--- src/rtl/ppg_pkg.sv ---
package ppg_pkg;

    localparam int PPG_NUM_GEN = 3;
    localparam int PPG_PER_W   = 32;
    localparam int PPG_TP_W    = 8;
    localparam int PPG_PS_W    = 8;

    // what the interval counter does in a given cycle
    typedef enum logic [1:0] {
        ACT_LOAD = 2'd0,   // disabled: follow the period value
        ACT_HOLD = 2'd1,   // enabled, no tick
        ACT_STEP = 2'd2,   // enabled, tick, count stays non-negative
        ACT_WRAP = 2'd3    // enabled, tick, count would go negative
    } ppg_act_e;

    // per-channel status carried from the counter to the stretcher
    typedef struct packed {
        logic run;     // generator enabled
        logic fire;    // reload happened at this edge
        logic tick;    // tick strobe at this edge
    } ppg_evt_t;

endpackage

--- src/rtl/ppg_interval.sv ---
module ppg_interval
    import ppg_pkg::*;
#(
    parameter int PER_W = PPG_PER_W,
    parameter int TP_W  = PPG_TP_W
) (
    input  logic             clk,
    input  logic             rst,
    input  logic             en_i,
    input  logic             tick_i,
    input  logic [TP_W-1:0]  tick_period_i,
    input  logic [PER_W-1:0] period_i,
    output ppg_evt_t         evt_o
);
    localparam int PAD_W = PER_W - TP_W;

    logic [PER_W-1:0] cnt_q;
    logic [PER_W-1:0] step_w;
    ppg_act_e         act;

    assign step_w = {{PAD_W{1'b0}}, tick_period_i};

    always_comb begin
        if (!en_i)              act = ACT_LOAD;
        else if (!tick_i)       act = ACT_HOLD;
        else if (cnt_q < step_w) act = ACT_WRAP;
        else                    act = ACT_STEP;
    end

    always_ff @(posedge clk) begin
        if (rst) begin
            cnt_q <= '0;
        end else begin
            unique case (act)
                ACT_LOAD: cnt_q <= period_i;
                ACT_HOLD: cnt_q <= cnt_q;
                ACT_STEP: cnt_q <= cnt_q - step_w;
                ACT_WRAP: cnt_q <= period_i;
            endcase
        end
    end

    assign evt_o.run  = en_i;
    assign evt_o.fire = (act == ACT_WRAP);
    assign evt_o.tick = tick_i;

endmodule

--- src/rtl/ppg_width.sv ---
module ppg_width
    import ppg_pkg::*;
#(
    parameter int PS_W = PPG_PS_W
) (
    input  logic            clk,
    input  logic            rst,
    input  ppg_evt_t        evt_i,
    input  logic [PS_W-1:0] prescale_i,
    output logic            pulse_o
);
    logic [PS_W-1:0] wcnt_q, wcnt_d;
    logic [PS_W-1:0] width_w;
    logic            pulse_q;

    assign width_w = (prescale_i == '0) ? PS_W'(1) : prescale_i;

    always_comb begin
        wcnt_d = wcnt_q;
        if (!evt_i.run)
            wcnt_d = '0;
        else if (evt_i.fire)
            wcnt_d = width_w;
        else if (evt_i.tick && wcnt_q != '0)
            wcnt_d = wcnt_q - PS_W'(1);
    end

    always_ff @(posedge clk) begin
        if (rst) begin
            wcnt_q  <= '0;
            pulse_q <= 1'b0;
        end else begin
            wcnt_q  <= wcnt_d;
            pulse_q <= (wcnt_d != '0);
        end
    end

    assign pulse_o = pulse_q;

endmodule

--- src/rtl/ppg_channel.sv ---
module ppg_channel
    import ppg_pkg::*;
#(
    parameter int PER_W = PPG_PER_W,
    parameter int TP_W  = PPG_TP_W,
    parameter int PS_W  = PPG_PS_W
) (
    input  logic             clk,
    input  logic             rst,
    input  logic             en_i,
    input  logic             tick_i,
    input  logic [TP_W-1:0]  tick_period_i,
    input  logic [PS_W-1:0]  prescale_i,
    input  logic [PER_W-1:0] period_i,
    output logic             pulse_o
);
    ppg_evt_t evt;

    ppg_interval #(.PER_W(PER_W), .TP_W(TP_W)) u_intv (
        .clk           (clk),
        .rst           (rst),
        .en_i          (en_i),
        .tick_i        (tick_i),
        .tick_period_i (tick_period_i),
        .period_i      (period_i),
        .evt_o         (evt)
    );

    ppg_width #(.PS_W(PS_W)) u_wid (
        .clk        (clk),
        .rst        (rst),
        .evt_i      (evt),
        .prescale_i (prescale_i),
        .pulse_o    (pulse_o)
    );

endmodule

--- src/rtl/ppg_top.sv ---
module ppg_top
    import ppg_pkg::*;
#(
    parameter int NUM_GEN = PPG_NUM_GEN,
    parameter int PER_W   = PPG_PER_W,
    parameter int TP_W    = PPG_TP_W,
    parameter int PS_W    = PPG_PS_W
) (
    input  logic                     clk,
    input  logic                     rst,
    input  logic                     tick_i,
    input  logic [TP_W-1:0]          tick_period_i,
    input  logic [PS_W-1:0]          prescale_i,
    input  logic [NUM_GEN-1:0]       enable_i,
    input  logic [NUM_GEN*PER_W-1:0] period_i,
    output logic [NUM_GEN-1:0]       pulse_o
);
    for (genvar g = 0; g < NUM_GEN; g++) begin : g_ch
        ppg_channel #(.PER_W(PER_W), .TP_W(TP_W), .PS_W(PS_W)) u_ch (
            .clk           (clk),
            .rst           (rst),
            .en_i          (enable_i[g]),
            .tick_i        (tick_i),
            .tick_period_i (tick_period_i),
            .prescale_i    (prescale_i),
            .period_i      (period_i[g*PER_W +: PER_W]),
            .pulse_o       (pulse_o[g])
        );
    end

endmodule

--- config.mk ---
export PLATFORM = sky130hd
export DESIGN_NAME = ppg_top
export DESIGN_NICKNAME = d
export VERILOG_FILES = /design/src/rtl/ppg_pkg.sv /design/src/rtl/ppg_interval.sv /design/src/rtl/ppg_width.sv /design/src/rtl/ppg_channel.sv /design/src/rtl/ppg_top.sv
export SDC_FILE = /design/constraint.sdc
export NUM_CORES = 1
export LEC_CHECK = 0
export BUFFER_PORTS_ARGS = -buffer_cell sky130_fd_sc_hd__buf_2
export CORE_ASPECT_RATIO = 1.1
export CORE_MARGIN = 2
export CORE_UTILIZATION = 45
export DETAILED_ROUTE_END_ITERATION = 10
export PLACE_DENSITY = 0.67
export SLEW_MARGIN = 20
export SYNTH_ARGS = -nofsm -noshare
export SYNTH_HDL_FRONTEND = slang
export SYNTH_SLANG_ARGS = --single-unit
--- constraint.sdc ---
create_clock -name clk -period 5.2 [get_ports clk]
set_input_delay 0.52 -clock clk [delete_from_list [all_inputs] [get_ports clk]]
set_output_delay 0.52 -clock clk [all_outputs]
set_load 0.01 [all_outputs]
==> run_results.csv, run 1 <==
group,metric,value,unit
floorplan,die_x,137.5,um
place,dp_hpwl,17730,um
clock_network,cts_resized,0,
place,placed_cell_area,9577,sq um
worst_setup_path,cp-end-kind,"flop",
min_path,holdPathStages,3,
sta,setup_viol,0,
floorplan,io-pin-count,121,
sta,clock_skew,12.66,ps
worst_setup_path,cp_cell_sequence,"nor3_1 > nand3b_1 > or3_1 > or4b_2 > o31ai_1 > and2_1 > ha_1 > inv_1 > buf_4 > nor3_1 > nand3_1 > a41oi_1",
global_route,gr-total-overflow,0,
clock_network,cts.clk_slew.worst_paths,60,ps
synth,syn_area,8817,sq um
global_route,track_usage,25.35,%
worst_setup_path,startpoint_type,"flop",
synth,synth_warnings,0,
sta,timing.final.crit_share,82.83,%
detailed_routing,wirelength,25600,um
clock_network,numCtsBuffers,17,
synth,synthArstFlopShare,0,%
clock_network,clock_latency,420,ps
global_route,grt_antenna_before_repair,0,
clock_network,max-clock-path-buffers,2,
detailed_routing,drt_iter0_markers,742,
power_and_ir_drop,ir_worst_vdd,260.8,uV
synth,synth_cells,1157,
sta,grt_setup_unrepaired,"no",
global_route,grt_pass1_vias,8436,
sta,drv_slew,0,
synth,ys_types,72,
sta,fin_crit,4307,ps
cells_and_area,drive_above_1_share,16.17,%
global_route,grt_max_degree,62,
worst_setup_path,crit_arrival,4650,ps
clock_network,ctsRootBufferMaster,"clkbuf_16",
worst_setup_path,worst_ep_required_time,5540,ps
cells_and_area,final_area,10090,sq um
detailed_routing,wire_per_inst,17.11,um
clock_network,cts_hold_buf,0,
sta,fin_tns_setup,0,ps
sta,finalHoldViolCount,0,
detailed_routing,final_antenna_net_count,0,
cells_and_area,multi_input_area,5882,sq um
floorplan,core_area,19160,sq um
power_and_ir_drop,finalPower,3.290,mW
clock_network,h-tree-depth,4,
global_route,grt_first_pass_wirelength,41920,um
power_and_ir_drop,cellPowerDensity,325.9,nW/um^2
worst_setup_path,crit_top_cell,"nor3_1",
floorplan,die_h,150.8,um
clock_network,cts_tree,"built",
min_path,hold_class,"in2reg",
power_and_ir_drop,p_leak,4.081,nW
floorplan,dieArea,20730,sq um
clock_network,cts_setup_buffers,0,
place,place_congestion,0.8837,
sta,tightest_slew,998.4,ps
detailed_routing,via_per_inst,6.082,
synth,synth_fp_nets,1311,
cells_and_area,diodes,0,
sta,fmax,232.2,MHz
worst_setup_path,rrSetupSlack,890,ps
detailed_routing,firstDrtPassIters,6,
cells_and_area,fillers,1878,
worst_setup_path,reg2reg_depth,12,
synth,ys_seq_area_share,27.93,%
cells_and_area,area_growth,14.49,%
sta,slew_headroom,33.44,%
job,max-cap-violations,0,
detailed_routing,vias,9098,
synth,ys_ff_latch,123,
run_status,status,"complete, no violations",
cells_and_area,regArea,2462,sq um
cells_and_area,final_nets,1391,
synth,synth_edf_count,0,
worst_setup_path,crit_type,"reg2reg",
synth,synthFlopType,"dfxtp_1",
worst_setup_path,cp_slowest_cell,"or4b_2",
floorplan,rows,53,
worst_setup_path,crit_path_max_incr_delay,710,ps
floorplan,start_util,46.01,%
place,portBuffers,120,
worst_setup_path,worstPathMaxFanout,17,
detailed_routing,drc,0,
synth,avgSynthCellArea,7.621,sq um
clock_network,cts_sinks,123,
-- layout make-up --
type / instances / share of cell area, %
sequential: 123 / 24.39
timing repair buffer: 141 / 7.511
clock inverter: 10 / 0.7685
multi-input combinational: 910 / 58.27
clock buffer: 21 / 4.363
tap: 247 / 3.061
inverter: 44 / 1.636
-- placed cells by master, fill, tap and decap left out, types with 7 or more instances in the layout --
cell	count
and3_1	21
o22ai_1	9
a211oi_1	34
or4_1	18
or2_2	11
buf_2	120
nor4_1	19
a31oi_1	47
a21oi_1	83
nand2b_1	13
mux2i_1	23
nor3_1	32
buf_4	21
a21o_1	12
clkbuf_16	17
xnor2_1	14
a311oi_1	7
o21a_1	13
nand3b_1	11
nand2_1	77
nand3_1	28
o211ai_1	18
ha_1	32
or3_1	33
nand4_1	12
clkinv_2	8
o21ai_0	42
o41ai_1	7
nor2b_1	29
inv_1	44
and2_1	11
o311ai_0	19
o31ai_1	11
dfxtp_1	123
nor2_1	113
-- through the flow --
stage	worst slack, ps	util (%)	hold slack (ps)	std cells
6_report	892.7	52.67	366.0	1496
5_1_grt	556.2	52.67	368.5	1496
4_1_cts	955.8	52.67	352.8	1496
3_5_place_dp	854.0	49.97	468.4	1465
3_3_place_gp	897.4	49.97	455.2	1465
2_1_floorplan	1510	-	438.0	1157
-- critical path: cells and delay by family (launching register included) --
kind / cells / cell delay, ps
compound gates: 2 / 400
fa+ha+maj: 1 / 500
buf+inv: 2 / 710
flops: 1 / 370
simple gates: 7 / 2230
-- layer usage --
| layer | track usage [%] | wire [um] | vias to the layer above |
|---|---|---|---|
| li1 | - | - | 4555 |
| met1 | 34.43 | 11950 | 4279 |
| met2 | 40.92 | 11980 | 226 |
| met3 | 4.183 | 1227 | 38 |
| met4 | 8.299 | 439 | 0 |
| met5 | 0 | 0 | - |
-- synth_stat cells, types with 13 or more instances --
library cell | n | area (sq um)
nand3_1 | 28 | 140.1
o311ai_0 | 19 | 166.4
nand2_1 | 77 | 289.0
inv_1 | 44 | 165.2
o21ai_0 | 42 | 210.2
a21oi_1 | 83 | 415.4
or3_1 | 33 | 206.5
o211ai_1 | 18 | 135.1
xnor2_1 | 14 | 122.6
clkbuf_1 | 70 | 262.8
a211oi_1 | 34 | 255.2
ha_1 | 33 | 412.9
and3_1 | 21 | 131.4
nor4_1 | 19 | 118.9
or4_1 | 18 | 135.1
nand2b_1 | 13 | 81.33
dfxtp_1 | 123 | 2462
nor3_1 | 32 | 160.2
mux2i_1 | 23 | 230.2
o21a_1 | 13 | 97.59
a31oi_1 | 47 | 294.0
nor2b_1 | 31 | 193.9
nor2_1 | 113 | 424.2
-- registers in the layout, summed over array words and instances (netlist names) --
| signal | count |
|---|---|
| g_ch.u_ch.u_intv.cnt_q | 96 |
| g_ch.u_ch.u_wid.pulse_o | 3 |
| g_ch.u_ch.u_wid.wcnt_q | 24 |
-- power by group --
part / total [mW] / leakage [nW] / internal (mW) / switching, mW
clock network: 1.07 / 0.260 / 0.645 / 0.429
registers: 1.15 / 1.02 / 1.05 / 0.0956
logic: 1.07 / 2.81 / 0.451 / 0.620
total: 3.29 / 4.08 / 2.15 / 1.14
-- cells by family (layout without fill, tap and decap cells) --
kind of cell,after synthesis,after routing,share of synthesized area [%]
flip-flops,123,123,27.93
buffers and inverters,124,216,5.449
adder cells (fa/ha/maj),36,36,5.364
AND/OR/NAND/NOR,458,458,27.54
AO/OA/AOI/OAI,370,370,28.74
XOR/XNOR,20,20,1.987
multiplexers,26,26,2.994
-- path summary, 6_finish.rpt --
kind | startpoint | endpoint
worst max register to register | g_ch[0].u_ch.u_intv.cnt_q[21] | g_ch[0].u_ch.u_intv.cnt_q[9]
worst max-delay path | g_ch[0].u_ch.u_intv.cnt_q[21] | g_ch[0].u_ch.u_intv.cnt_q[9]
worst min-delay path | period_i[62] | g_ch[1].u_ch.u_intv.cnt_q[30]
worst min register to register | g_ch[1].u_ch.u_intv.cnt_q[29] | g_ch[1].u_ch.u_intv.cnt_q[29]
No activity file was read; power rests on OpenSTA's default activity.
==> inputs of run 2 (changes only) <==
--- a/config.mk
+++ b/config.mk
@@ -10,7 +10,7 @@
 export CORE_MARGIN = 2
 export CORE_UTILIZATION = 45
 export DETAILED_ROUTE_END_ITERATION = 10
-export PLACE_DENSITY = 0.67
+export PLACE_DENSITY = 0.69
 export SLEW_MARGIN = 20
 export SYNTH_ARGS = -nofsm -noshare
 export SYNTH_HDL_FRONTEND = slang
==> constraint.sdc (replaced) <==
create_clock -name clk -period 3.5 [get_ports clk]
set_input_delay 0.35 -clock clk [delete_from_list [all_inputs] [get_ports clk]]
set_output_delay 0.35 -clock clk [all_outputs]
set_load 0.01 [all_outputs]
==> run 2 against run 1 <==
Effect of this change: flip-flop and latch count did not move; critical path type unchanged; global-route usage rose by 0.46 points; largest power group is now combinational logic; die area did not move; highest routed layer unchanged; register-to-register slack got worse by 800 ps; sequential power rose by 47%.
==> run_results.csv, run 2 (synthesis results as in run 1) <==
group,metric,value,unit
run_status,status,"complete, no violations",
worst_setup_path,timing.rr.start,"g_ch[1].u_ch.u_intv.cnt_q[8]",
detailed_routing,drt_iter0_markers,811,
place,dp_hpwl,19000,um
clock_network,cts_tree,"built",
cells_and_area,post-route-util,56.58,%
power_and_ir_drop,swShare,34.04,%
clock_network,numCtsBuffers,17,
sta,setup_viol,0,
sta,slew_headroom,35.07,%
worst_setup_path,worstPathMaxFanout,9,
floorplan,die_x,137.5,um
detailed_routing,firstDrtPassIters,6,
worst_setup_path,startpoint_type,"flop",
power_and_ir_drop,power.switching,1.798,mW
clock_network,cts.clk_slew.worst_paths,60,ps
clock_network,h-tree-depth,4,
floorplan,io-pin-count,121,
worst_setup_path,crit_path_max_incr_delay,530,ps
floorplan,core_area,19160,sq um
sta,timing.final.crit_share,97.36,%
sta,worst_slack,92.49,ps
worst_setup_path,crit_start,"g_ch[1].u_ch.u_intv.cnt_q[8]",
cells_and_area,final_cell_mix,"123 x dfxtp_1, 121 x buf_2, 108 x nor2_1, 83 x a21oi_1, 83 x buf_4",
worst_setup_path,endpoint,"g_ch[1].u_ch.u_wid.pulse_o",
floorplan,dieArea,20730,sq um
job,max-cap-violations,0,
worst_setup_path,r2r_end,"g_ch[1].u_ch.u_wid.pulse_o",
clock_network,cts_sinks,123,
sta,drv_slew,0,
clock_network,clock_latency,430,ps
detailed_routing,drc,0,
global_route,track_usage,25.80,%
detailed_routing,vias,9637,
sta,fmax,293.5,MHz
power_and_ir_drop,p_leak,4.482,nW
cells_and_area,final_nets,1459,
place,portBuffers,120,
sta,fin_crit,3408,ps
cells_and_area,final_cells,1566,
clock_network,max-clock-path-buffers,2,
clock_network,ctsRootBufferMaster,"clkbuf_16",
floorplan,rows,53,
power_and_ir_drop,cellPowerDensity,487.1,nW/um^2
power_and_ir_drop,seq_power_share,31.9,%
worst_setup_path,cp_cell_sequence,"or4_4 > or3_4 > or2_2 > or3_4 > o31ai_2 > and2_4 > ha_4 > buf_6 > nand2_1 > o31a_1 > o31ai_2 > a41oi_2",
worst_setup_path,worst_ep_required_time,3770,ps
global_route,gr-total-overflow,0,
power_and_ir_drop,clock_power_share,33.5,%
place,place_congestion,0.9031,
power_and_ir_drop,ir_worst_vdd,383.5,uV
global_route,grt_first_pass_wirelength,42880,um
detailed_routing,wirelength,26960,um
floorplan,die_h,150.8,um
sta,tightest_slew,969.5,ps
worst_setup_path,cp-end-kind,"flop",
power_and_ir_drop,pwr-share-comb,34.5,%
sta,finalHoldViolCount,0,
cells_and_area,largest-register,"g_ch.u_ch.u_intv.cnt_q",
min_path,hold_class,"in2reg",
worst_setup_path,rrSetupSlack,90,ps
detailed_routing,via_per_inst,6.154,
cells_and_area,largest_reg_flops,96,
worst_setup_path,crit_arrival,3680,ps
worst_setup_path,cp_slowest_cell,"or4_4",
cells_and_area,drive_above_1_share,22.38,%
power_and_ir_drop,finalPower,5.282,mW
power_and_ir_drop,p_int,3.484,mW
cells_and_area,layout_commonest_cell,"dfxtp_1",
sta,clock_skew,7.784,ps
cells_and_area,area_growth,22.99,%
place,place_ws,-107.7,ps
clock_network,cts_hold_buf,0,
global_route,grt_max_degree,89,
global_route,grt_antenna_before_repair,1,
floorplan,start_util,46.01,%
global_route,grt_pass1_vias,8621,
detailed_routing,final_antenna_net_count,0,
detailed_routing,wire_per_inst,17.21,um
worst_setup_path,crit_type,"reg2reg",
worst_setup_path,reg2reg_depth,12,
place,place_inst,1530,
-- run 2: changes by cell type in the layout (fill, tap and decap cells not counted), moves of 3 or more --
cell / previous run / this run
o21ai_1: 0 / 4
or4_4: 1 / 5
clkbuf_8: 0 / 7
buf_4: 21 / 83
nor2_4: 0 / 3
buf_12: 0 / 3
o21ai_0: 42 / 38
clkinv_2: 8 / 2
or4_1: 18 / 14
nor2_1: 113 / 108
-- run 2: layout make-up --
| class | instances | area, sq um |
|---|---|---|
| fillers | 1778 | 8320 |
| multi-input cells | 910 | 6006 |
| flip-flops and latches | 123 | 2462 |
| repair buffers | 209 | 1311 |
| clock buffers | 27 | 533.0 |
| well taps | 247 | 309.0 |
| inverters | 44 | 165.2 |
| clock inverters | 5 | 55.05 |
| diodes | 1 | 2.502 |
-- run 2: power groups by stage --
stage	Clock, mW	Sequential [mW]	Combinational [mW]
6_report	1.77	1.69	1.82
5_1_grt	1.85	1.71	2.01
4_1_cts	1.79	1.68	1.75
3_5_place_dp	0	1.71	1.74
3_3_place_gp	0	1.70	1.71
2_1_floorplan	0	1.69	1.21
-- run 2: metrics by stage --
step | area, sq um | TNS (ps) | hold slack (ps)
4_1_cts | 10720 | 0 | 176.8
3_5_place_dp | 10120 | -303.0 | 465.5
3_3_place_gp | 10120 | -47.02 | 453.1
2_1_floorplan | 8865 | -1.426 | 438.0
6_report | 10840 | 0 | 181.0
5_1_grt | 10840 | -26.53 | 186.5
-- run 2: routing by layer --
metal | vias to the layer above | track usage, % | routed length [um]
li1 | 4693 | - | -
met1 | 4490 | 35.30 | 12050
met2 | 395 | 41.32 | 12380
met3 | 59 | 4.116 | 1836
met4 | 0 | 8.711 | 696
met5 | - | 0 | 0
-- run 2: worst min-delay path by stage --
| stage | endpoint | slack, ps | start | depth (start not counted) |
|---|---|---|---|---|
| 6_report | g_ch[1].u_ch.u_intv.cnt_q[30] | 180 | period_i[62] | 3 |
| 5_1_grt | g_ch[1].u_ch.u_intv.cnt_q[30] | 190 | period_i[62] | 3 |
| 4_1_cts | g_ch[1].u_ch.u_intv.cnt_q[30] | 180 | period_i[62] | 3 |
| 3_5_place_dp | g_ch[1].u_ch.u_intv.cnt_q[29] | 470 | g_ch[1].u_ch.u_intv.cnt_q[29] | 2 |
| 3_3_place_gp | g_ch[1].u_ch.u_intv.cnt_q[29] | 450 | g_ch[1].u_ch.u_intv.cnt_q[29] | 2 |
| 2_1_floorplan | g_ch[1].u_ch.u_intv.cnt_q[29] | 440 | g_ch[1].u_ch.u_intv.cnt_q[29] | 2 |
-- run 2: critical path: cells and delay by family (launching register included) --
kind            cells  cell delay [ps]
compound gates      4              800
fa+ha+maj           1              200
buf+inv             1              150
flops               1              310
simple gates        6             1800
-- run 2: timing repair --
item,in CTS,in global routing
endpoints found under the setup margin,2,70
gates resized for setup,2,32
pin swaps,0,4
buffers inserted,0,3
cloned,0,0
==> inputs of run 3 (changes only) <==
--- a/config.mk
+++ b/config.mk
@@ -10,7 +10,7 @@
 export CORE_MARGIN = 2
 export CORE_UTILIZATION = 45
 export DETAILED_ROUTE_END_ITERATION = 10
-export PLACE_DENSITY = 0.69
+export PLACE_DENSITY = 0.67
 export SLEW_MARGIN = 20
 export SYNTH_ARGS = -nofsm -noshare
 export SYNTH_HDL_FRONTEND = slang
==> constraint.sdc (replaced) <==
create_clock -name clk -period 3.8 [get_ports clk]
set_input_delay 0.38 -clock clk [delete_from_list [all_inputs] [get_ports clk]]
set_output_delay 0.38 -clock clk [all_outputs]
set_load 0.01 [all_outputs]
==> run 3 against run 2 <==
Effect of this change: critical path depth decreased by 1; global-route usage decreased by 0.17 points; wire length decreased by 2.0%; clock power decreased by 12%; first-iteration DRC count decreased by 15%; non-clock buffer count decreased by 37; die area unchanged; combinational power decreased by 15%; critical endpoint is now g_ch[1].u_ch.u_intv.cnt_q[14].
==> run_results.csv, run 3 (synthesis results as in run 1) <==
group,metric,value,unit
run_status,status,"complete, no violations",
power_and_ir_drop,finalPower,4.661,mW
global_route,grt_first_pass_wirelength,42710,um
place,place_inst,1494,
place,dp_hpwl,18750,um
global_route,gr-total-overflow,0,
detailed_routing,via_per_inst,6.107,
clock_network,max-clock-path-buffers,2,
place,portBuffers,120,
global_route,grt_antenna_before_repair,1,
cells_and_area,largest_reg_flops,96,
clock_network,cts_sinks,123,
clock_network,cts.clk_slew.worst_paths,60,ps
worst_setup_path,worst_ep_required_time,4080,ps
cells_and_area,final_nets,1422,
sta,clock_skew,7.815,ps
detailed_routing,vias,9337,
clock_network,h-tree-depth,4,
floorplan,start_util,46.01,%
job,max-cap-violations,0,
sta,timing.final.crit_share,93.49,%
clock_network,clock_latency,430,ps
sta,tightest_slew,908.3,ps
floorplan,dieArea,20730,sq um
sta,setup_viol,0,
floorplan,die_x,137.5,um
power_and_ir_drop,ir_worst_vdd,305.7,uV
detailed_routing,drc,0,
global_route,grt_pass1_vias,8713,
cells_and_area,final_cells,1529,
cells_and_area,layout_commonest_cell,"dfxtp_1",
sta,worst_slack,247.2,ps
sta,fin_crit,3553,ps
floorplan,core_area,19160,sq um
floorplan,io-pin-count,121,
cells_and_area,final_area,10400,sq um
worst_setup_path,crit_type,"reg2reg",
worst_setup_path,crit_arrival,3830,ps
power_and_ir_drop,p_leak,4.249,nW
sta,slew_headroom,38.89,%
place,place_congestion,0.8646,
detailed_routing,final_antenna_net_count,0,
power_and_ir_drop,cellPowerDensity,448.2,nW/um^2
detailed_routing,firstDrtPassIters,5,
min_path,hold_class,"in2reg",
worst_setup_path,startpoint_type,"flop",
detailed_routing,wire_per_inst,17.28,um
floorplan,die_h,150.8,um
clock_network,cts_tree,"built",
floorplan,rows,53,
sta,fmax,281.5,MHz
worst_setup_path,worstPathMaxFanout,16,
cells_and_area,final_cell_mix,"123 x dfxtp_1, 120 x buf_2, 113 x nor2_1, 83 x a21oi_1, 77 x nand2_1",
sta,drv_slew,0,
cells_and_area,drive_above_1_share,18.42,%
place,place_ws,128.6,ps
detailed_routing,wirelength,26420,um
detailed_routing,drt_iter0_markers,693,
sta,finalHoldViolCount,0,
worst_setup_path,cp-end-kind,"flop",
clock_network,ctsRootBufferMaster,"clkbuf_16",
clock_network,numCtsBuffers,17,
global_route,grt_max_degree,89,
cells_and_area,largest-register,"g_ch.u_ch.u_intv.cnt_q",
cells_and_area,area_growth,17.94,%
place,placed_cell_area,9807,sq um
global_route,track_usage,25.63,%
run 3: cell type report:
class / count / area, sq um
diodes: 1 / 2.502
clock buffers: 25 / 485.5
clock inverters: 7 / 65.06
fillers: 1878 / 8766
inverters: 44 / 165.2
multi-input cells: 910 / 5906
flip-flops and latches: 123 / 2462
well taps: 247 / 309.0
repair buffers: 172 / 1003
run 3: path summary, 6_finish.rpt:
path	startpoint	endpoint	slack (ps)	cells past startpoint
max	g_ch[1].u_ch.u_intv.cnt_q[13]	g_ch[1].u_ch.u_intv.cnt_q[14]	250	11
min	period_i[62]	g_ch[1].u_ch.u_intv.cnt_q[30]	200	3
max reg2reg	g_ch[1].u_ch.u_intv.cnt_q[13]	g_ch[1].u_ch.u_intv.cnt_q[14]	250	11
min reg2reg	g_ch[1].u_ch.u_intv.cnt_q[29]	g_ch[1].u_ch.u_intv.cnt_q[29]	480	2
run 3: per-stage QoR:
stage                     hold slack (ps)  setup TNS (ps)  utilization [%]
after global placement              451.1               0            51.17
after floorplan                     438.0               0                -
after CTS                           196.8               0            54.04
final                               205.0               0            54.26
after detailed placement            456.4               0            51.17
after global routing                226.5         -0.6017            54.26
run 3: what timing repair did:
item,CTS,global route
endpoints found under the setup margin,0,26
resized for setup,0,5
hold buffers,0,0
setup buffers,0,2
run 3: power by group:
group	leakage [nW]	switching, mW	internal, mW
logic	2.97	0.878	0.671
registers	1.02	0.129	1.44
clock network	0.267	0.601	0.946
total	4.25	1.61	3.05
run 3: worst max-delay path: stages (launching register included):
cell and delay [ps]:
dfxtp_1 330, or4_1 600, or3_1 390, or2_2 300, or3_1 360, o31ai_1 230, and2_1 190, ha_4 260
buf_4 170, or3_1 360, o311ai_0 120, a211oi_1 80
run 3: metal layers:
metal | routed length [um] | vias up | track usage (%)
met5 | 0 | - | 0
met4 | 619 | 0 | 10.15
met3 | 1290 | 44 | 3.815
met2 | 12430 | 278 | 41.42
met1 | 12080 | 4399 | 34.32
li1 | - | 4616 | -
